<file path="src/rtl/sram_bridge_pkg.sv">
package sram_bridge_pkg;

    typedef enum logic [2:0] {
        ST_IDLE,
        ST_RD_ACC,
        ST_RD_TURN,
        ST_WR_SETUP,
        ST_WR_PULSE,
        ST_WR_HOLD
    } seq_state_e;

    // Whole cycles covering a nanosecond-scale minimum, never less than one.
    function automatic int cyc_of(input int min_ps, input int clk_ps);
        int c;
        c = (min_ps + clk_ps - 1) / clk_ps;
        if (c < 1) c = 1;
        return c;
    endfunction

    function automatic int max3(input int a, input int b, input int c);
        int m;
        m = a;
        if (b > m) m = b;
        if (c > m) m = c;
        return m;
    endfunction

endpackage

</file>
<file path="src/rtl/sram_wait_ctr.sv">
module sram_wait_ctr #(
    parameter int CNT_W = 2
) (
    input  logic             clk,
    input  logic             rst_n,
    input  logic             clr,
    output logic [CNT_W-1:0] cnt
);

    localparam logic [CNT_W-1:0] CNT_TOP = '1;

    always_ff @(posedge clk) begin
        if (!rst_n || clr) begin
            cnt <= '0;
        end else if (cnt != CNT_TOP) begin
            cnt <= cnt + 1'b1;
        end
    end

endmodule

</file>
<file path="src/rtl/sram_dq_path.sv">
module sram_dq_path #(
    parameter int ADDR_W = 18,
    parameter int DATA_W = 8
) (
    input  logic              clk,
    input  logic              rst_n,
    input  logic              load,
    input  logic [ADDR_W-1:0] req_addr,
    input  logic [DATA_W-1:0] req_wdata,
    input  logic              cap,
    input  logic [DATA_W-1:0] dq_in,
    output logic [ADDR_W-1:0] mem_addr,
    output logic [DATA_W-1:0] dq_out,
    output logic [DATA_W-1:0] rd_data
);

    // Address and write byte are latched once per access, so both stay
    // stable for the whole time chip-select is low.
    always_ff @(posedge clk) begin
        if (!rst_n) begin
            mem_addr <= '0;
            dq_out   <= '0;
        end else if (load) begin
            mem_addr <= req_addr;
            dq_out   <= req_wdata;
        end
    end

    always_ff @(posedge clk) begin
        if (!rst_n) begin
            rd_data <= '0;
        end else if (cap) begin
            rd_data <= dq_in;
        end
    end

endmodule

</file>
<file path="src/rtl/sram_seq.sv">
module sram_seq
    import sram_bridge_pkg::*;
#(
    parameter int RD_CYC   = 2,
    parameter int WE_CYC   = 2,
    parameter int TURN_CYC = 1,
    parameter int CNT_W    = 2
) (
    input  logic             clk,
    input  logic             rst_n,
    input  logic             req_valid,
    input  logic             req_write,
    output logic             req_ready,
    input  logic [CNT_W-1:0] cnt,
    output logic             cnt_clr,
    output logic             load,
    output logic             cap,
    output logic             rsp_valid,
    output logic             ce_n,
    output logic             oe_n,
    output logic             we_n,
    output logic             dq_oe
);

    localparam logic [CNT_W-1:0] RD_LAST   = CNT_W'(RD_CYC - 1);
    localparam logic [CNT_W-1:0] WE_LAST   = CNT_W'(WE_CYC - 1);
    localparam logic [CNT_W-1:0] TURN_LAST = CNT_W'(TURN_CYC - 1);

    seq_state_e state, state_nx;
    logic       last;

    // State register; the response strobe is registered beside it.
    always_ff @(posedge clk) begin
        if (!rst_n) begin
            state     <= ST_IDLE;
            rsp_valid <= 1'b0;
        end else begin
            state     <= state_nx;
            rsp_valid <= cap;
        end
    end

    // Next state.
    always_comb begin
        last     = 1'b0;
        state_nx = state;
        unique case (state)
            ST_IDLE: begin
                if (req_valid) state_nx = req_write ? ST_WR_SETUP : ST_RD_ACC;
            end
            ST_RD_ACC: begin
                last = (cnt == RD_LAST);
                if (last) state_nx = ST_RD_TURN;
            end
            ST_RD_TURN: begin
                last = (cnt == TURN_LAST);
                if (last) state_nx = ST_IDLE;
            end
            ST_WR_SETUP: begin
                last     = 1'b1;
                state_nx = ST_WR_PULSE;
            end
            ST_WR_PULSE: begin
                last = (cnt == WE_LAST);
                if (last) state_nx = ST_WR_HOLD;
            end
            ST_WR_HOLD: begin
                last     = 1'b1;
                state_nx = ST_IDLE;
            end
            default: state_nx = ST_IDLE;
        endcase
    end

    assign cnt_clr = (state_nx != state);

    // Outputs decoded from the current state.
    always_comb begin
        req_ready = 1'b0;
        load      = 1'b0;
        cap       = 1'b0;
        ce_n      = 1'b1;
        oe_n      = 1'b1;
        we_n      = 1'b1;
        dq_oe     = 1'b0;
        unique case (state)
            ST_IDLE: begin
                req_ready = 1'b1;
                load      = req_valid;
            end
            ST_RD_ACC: begin
                ce_n = 1'b0;
                oe_n = 1'b0;
                cap  = last;
            end
            ST_RD_TURN: begin
            end
            ST_WR_SETUP: begin
                ce_n = 1'b0;
            end
            ST_WR_PULSE: begin
                ce_n  = 1'b0;
                we_n  = 1'b0;
                dq_oe = 1'b1;
            end
            ST_WR_HOLD: begin
                ce_n  = 1'b0;
                dq_oe = 1'b1;
            end
            default: begin
            end
        endcase
    end

endmodule

</file>
<file path="src/rtl/sram_bridge.sv">
module sram_bridge
    import sram_bridge_pkg::*;
#(
    parameter int ADDR_W    = 18,
    parameter int DATA_W    = 8,
    parameter int CLK_PS    = 5000,
    parameter int T_RD_PS   = 10000,
    parameter int T_WE_PS   = 8000,
    parameter int T_TURN_PS = 4000
) (
    input  logic              clk,
    input  logic              rst_n,
    input  logic              req_valid,
    output logic              req_ready,
    input  logic              req_write,
    input  logic [ADDR_W-1:0] req_addr,
    input  logic [DATA_W-1:0] req_wdata,
    output logic              rsp_valid,
    output logic [DATA_W-1:0] rsp_rdata,
    output logic [ADDR_W-1:0] mem_addr,
    output logic              mem_ce_n,
    output logic              mem_oe_n,
    output logic              mem_we_n,
    output logic [DATA_W-1:0] mem_dq_out,
    output logic              mem_dq_oe,
    input  logic [DATA_W-1:0] mem_dq_in
);

    localparam int RD_CYC   = cyc_of(T_RD_PS, CLK_PS);
    localparam int WE_CYC   = cyc_of(T_WE_PS, CLK_PS);
    localparam int TURN_CYC = cyc_of(T_TURN_PS, CLK_PS);
    localparam int MAX_CYC  = max3(RD_CYC, WE_CYC, TURN_CYC);
    localparam int CNT_W    = (MAX_CYC < 2) ? 1 : $clog2(MAX_CYC + 1);

    logic [CNT_W-1:0] cnt;
    logic             cnt_clr;
    logic             load;
    logic             cap;

    sram_wait_ctr #(.CNT_W(CNT_W)) u_ctr (
        .clk   (clk),
        .rst_n (rst_n),
        .clr   (cnt_clr),
        .cnt   (cnt)
    );

    sram_seq #(
        .RD_CYC   (RD_CYC),
        .WE_CYC   (WE_CYC),
        .TURN_CYC (TURN_CYC),
        .CNT_W    (CNT_W)
    ) u_seq (
        .clk       (clk),
        .rst_n     (rst_n),
        .req_valid (req_valid),
        .req_write (req_write),
        .req_ready (req_ready),
        .cnt       (cnt),
        .cnt_clr   (cnt_clr),
        .load      (load),
        .cap       (cap),
        .rsp_valid (rsp_valid),
        .ce_n      (mem_ce_n),
        .oe_n      (mem_oe_n),
        .we_n      (mem_we_n),
        .dq_oe     (mem_dq_oe)
    );

    sram_dq_path #(.ADDR_W(ADDR_W), .DATA_W(DATA_W)) u_path (
        .clk       (clk),
        .rst_n     (rst_n),
        .load      (load),
        .req_addr  (req_addr),
        .req_wdata (req_wdata),
        .cap       (cap),
        .dq_in     (mem_dq_in),
        .mem_addr  (mem_addr),
        .dq_out    (mem_dq_out),
        .rd_data   (rsp_rdata)
    );

endmodule

</file>
<file path="config.mk">
export PLATFORM = sky130hd
export DESIGN_NAME = sram_bridge
export DESIGN_NICKNAME = d
export VERILOG_FILES = /design/src/rtl/sram_bridge_pkg.sv /design/src/rtl/sram_wait_ctr.sv /design/src/rtl/sram_dq_path.sv /design/src/rtl/sram_seq.sv /design/src/rtl/sram_bridge.sv
export SDC_FILE = /design/constraint.sdc
export NUM_CORES = 1
export LEC_CHECK = 0
export ABC_CLOCK_PERIOD_IN_PS = 3800
export BUFFER_PORTS_ARGS = -buffer_cell sky130_fd_sc_hd__buf_2
export CELL_PAD_IN_SITES_DETAIL_PLACEMENT = 1
export CELL_PAD_IN_SITES_GLOBAL_PLACEMENT = 2
export CORE_MARGIN = 5
export CORE_UTILIZATION = 29
export DETAILED_ROUTE_END_ITERATION = 8
export PLACE_DENSITY_LB_ADDON = 0.1
export SYNTH_ARGS = -nofsm -noshare
export SYNTH_HDL_FRONTEND = slang
export SYNTH_HIERARCHICAL = 1
export SYNTH_SLANG_ARGS = --single-unit
</file>
<file path="constraint.sdc">
create_clock -name clk -period 3.8 [get_ports clk]
set_clock_uncertainty 0.2 [all_clocks]
set_input_delay 0.38 -clock clk [delete_from_list [all_inputs] [get_ports clk]]
set_output_delay 0.38 -clock clk [all_outputs]
set_load 0.05 [all_outputs]
</file>
==> results.py <==
metrics = {
    "placed_design": {
        "port-buffer-count": 77,
        "post-dp-hpwl_um": 3169,
        "gp_congestion": 0.7516,
        "dp.cells": 294,
    },
    "clock_tree": {
        "cts_made_buffers": 5,
        "insertion_delay_ns": 0.28,
        "cts.path.max_buffers": 2,
        "cts_resized": 0,
        "post_cts_buffers": 0,
        "cts_max_level": 2,
        "clkTransAtPathRegs_ns": 0.08,
        "cts_sinks": 40,
        "cts_tree": "built",
        "cts_root_buffer": "clkbuf_8",
        "hold_buffers": 0,
    },
    "logic_synthesis": {
        "synth_fp_nets": 193,
        "yosysWarnings": 6,
        "synth_area_leaders": "dfxtp_1, mux2i_1, nor2b_1, buf_12, nand2b_1",
        "synth_most_common_cell": "dfxtp_1",
        "synth-edff-count": 0,
        "synth_seq_cells": 40,
        "avgSynthCellArea_um2": 11.00,
        "yosysTopAreaCell": "dfxtp_1",
        "yosysSeqAreaShare": 0.4727,
        "synth_commonest_cells": "dfxtp_1, mux2i_1, nor2b_1",
        "async_flop_share": 0,
        "synthCells": 154,
        "yosysUniqueCellTypes": 29,
        "syn_area_um2": 1694,
        "ys.flop_type": "dfxtp_1",
        "yosysTopAreaCellShare": 0.4727,
    },
    "power": {
        "switching_share": 0.3419,
        "pwr-share-clk": 0.273,
        "internal_power_mw": 0.6977,
        "power_frac_seq": 0.452,
        "p_sw_mw": 0.3626,
        "combPwrFrac": 0.275,
        "p_per_area_nw_per_um2": 486.5,
        "peakVddDrop_uv": 173.7,
        "leakage_nw": 0.9937,
    },
    "floorplanning": {
        "io-pin-count": 78,
        "dieArea_um2": 7470,
        "die_height_um": 86.43,
        "num_rows": 27,
        "start_util": 0.3021,
        "die_w_um": 86.43,
        "core_area_um2": 5608,
    },
    "timing": {
        "fin_crit_ns": 2.247,
        "hold_viol": 0,
        "drv_slew": 0,
        "setup_violations": 0,
        "rsz0062_at_grt": "no",
        "fmax_ghz": 0.4451,
        "fin_tns_setup_ns": 0,
        "post-route-period-util": 0.5913,
        "max_slew_margin": 0.5230,
        "worst_pin_slew_ns": 0.7125,
    },
    "routing": {
        "drc": 0,
        "wl_per_cell_um": 13.73,
        "ant_nets": 0,
        "vias_per_cell": 4.457,
        "dr.first_iter.drc_count": 36,
        "drtPass1Iterations": 2,
        "drt-total-wl_um": 4147,
        "vias": 1346,
    },
    "finish": {
        "area_growth_pct": 28.66,
        "nNetsFinal": 268,
        "n_fill_cell": 676,
        "finalNonFillerCells": 302,
        "diodes": 0,
        "final_layout_size_suffix_gt1_frac": 0.3826,
    },
    "outcome": {
        "status": "finished, final reports clean",
    },
    "worst_setup_path": {
        "r2r_start": "u_seq/state[0]",
        "crit_required_ns": 3.78,
        "cp-start-kind": "register",
        "crit_type": "register to register",
        "reg2regPathDepth": 4,
        "crit_fanout": 20,
        "cp_data_arrival_time_ns": 2.22,
        "rrSetupSlack_ns": 1.55,
        "end_kind": "register",
        "r2r_end": "u_path/dq_out[5]",
    },
    "global_route": {
        "grt_pass1_wl_um": 6582,
        "grt.total_usage": 0.1116,
        "grt_max_degree": 41,
        "antenna_found_initial": 0,
        "grt_pass1_vias": 1452,
        "globalRouteOverflowTotal": 0,
    },
    "worst_hold_path": {
        "hp-class": "input port to register",
        "whs_path_depth": 3,
        "min_from": "req_addr[17]",
        "hold_path_end": "u_path/mem_addr[17]",
    },
    "flow_run": {
        "maxCapViolations": 0,
    },
}
area by class of cell:
| class | count | area [µm²] | area share |
|---|---|---|---|
| repair buffers | 78 | 392.9 | 0.1803 |
| multi-input cells | 102 | 794.5 | 0.3645 |
| clock inverters | 1 | 7.507 | 0.003444 |
| flip-flops and latches | 40 | 800.8 | 0.3674 |
| well taps | 72 | 90.09 | 0.04133 |
| clock buffers | 7 | 86.33 | 0.03961 |
| inverters | 2 | 7.507 | 0.003444 |
power by group through the flow:
| stage | clock (mW) | combinational [mW] | sequential, mW |
|---|---|---|---|
| 2_1_floorplan | 0 | 0.150 | 0.573 |
| 3_3_place_gp | 0 | 0.290 | 0.487 |
| 3_5_place_dp | 0 | 0.296 | 0.489 |
| 4_1_cts | 0.304 | 0.297 | 0.479 |
| 5_1_grt | 0.320 | 0.312 | 0.484 |
| 6_report | 0.290 | 0.292 | 0.479 |
worst max-delay path, stage by stage, from the launching register on:
cell,delay (ns)
dfxtp_1,0.48
nor4b_4,0.68
buf_4,0.45
mux2i_1,0.25
nor2b_1,0.06
cell usage in the layout (no fill, tap or decap):
master      netlist  routed
buf_2             2      77
dfxtp_1          40      40
mux2i_1          35      35
nor2b_1          35      35
clkbuf_8          0       6
nand2b_1          4       4
nor3_1            4       4
nor2_1            3       3
a21oi_1           3       3
and3_1            3       3
inv_1             2       2
clkinvlp_4        0       1
clkbuf_1          3       1
xor2_1            1       1
ha_1              1       1
buf_4             1       1
nand2_1           1       1
nor4b_4           1       1
and2b_1           1       1
a221oi_2          1       1
o21ai_0           1       1
xnor2_1           1       1
a211oi_1          1       1
o32ai_1           1       1
o22ai_1           1       1
a31o_2            1       1
and2_1            1       1
nand3_1           1       1
a21boi_0          1       1
metal layers:
metal / GRT usage / part of all wire
met2: 0.2149 / 0.54
met5: 0 / 0
met4: 0.03399 / 0.0092
met3: 0.04753 / 0.085
met1: 0.1057 / 0.37
metrics by stage:
step | util | worst slack (ns) | hold slack (ns) | power [mW] | instance area, µm²
3_5_place_dp | 0.3719 | 1.528 | 0.3003 | 0.7844 | 2086
3_3_place_gp | 0.3719 | 1.642 | 0.2928 | 0.7764 | 2086
6_report | 0.3887 | 1.553 | 0.1549 | 1.060 | 2180
5_1_grt | 0.3887 | 1.390 | 0.1546 | 1.116 | 2180
2_1_floorplan | - | 1.373 | 0.3017 | 0.7229 | 1694
4_1_cts | 0.3887 | 1.513 | 0.1452 | 1.080 | 2180
cell families (layout without fill, tap and decap cells):
group                      count (synthesis)  in the layout  synth area share
adders and majority gates                  1              1          0.007384
and+or+nand+nor                           54             54            0.2009
AOI/OAI and AO/OA                         10             10           0.04357
xor gates and xnor gates                   2              2           0.01034
DFF                                       40             40            0.4727
muxes                                     35             35            0.2068
buffers and inverters                     12             88           0.05835
registers in the layout (all words and copies together) (netlist names):
register	cells
u_ctr/cnt	2
u_seq/rsp_valid	1
u_path/rd_data	8
u_seq/state	3
u_path/mem_addr	18
u_path/dq_out	8
worst max-delay path by stage:
stage              startpoint                to  slack (ns)  cells past startpoint
3_3_place_gp   u_seq/state[0]  u_path/dq_out[7]        1.64                      4
4_1_cts        u_seq/state[0]  u_path/dq_out[5]        1.51                      4
3_5_place_dp   u_seq/state[0]  u_path/dq_out[5]        1.53                      4
6_report       u_seq/state[0]  u_path/dq_out[5]        1.55                      4
2_1_floorplan  u_seq/state[1]          mem_we_n        1.37                      3
5_1_grt        u_seq/state[0]  u_path/dq_out[7]        1.39                      4
(Power assumes the default switching activity.)
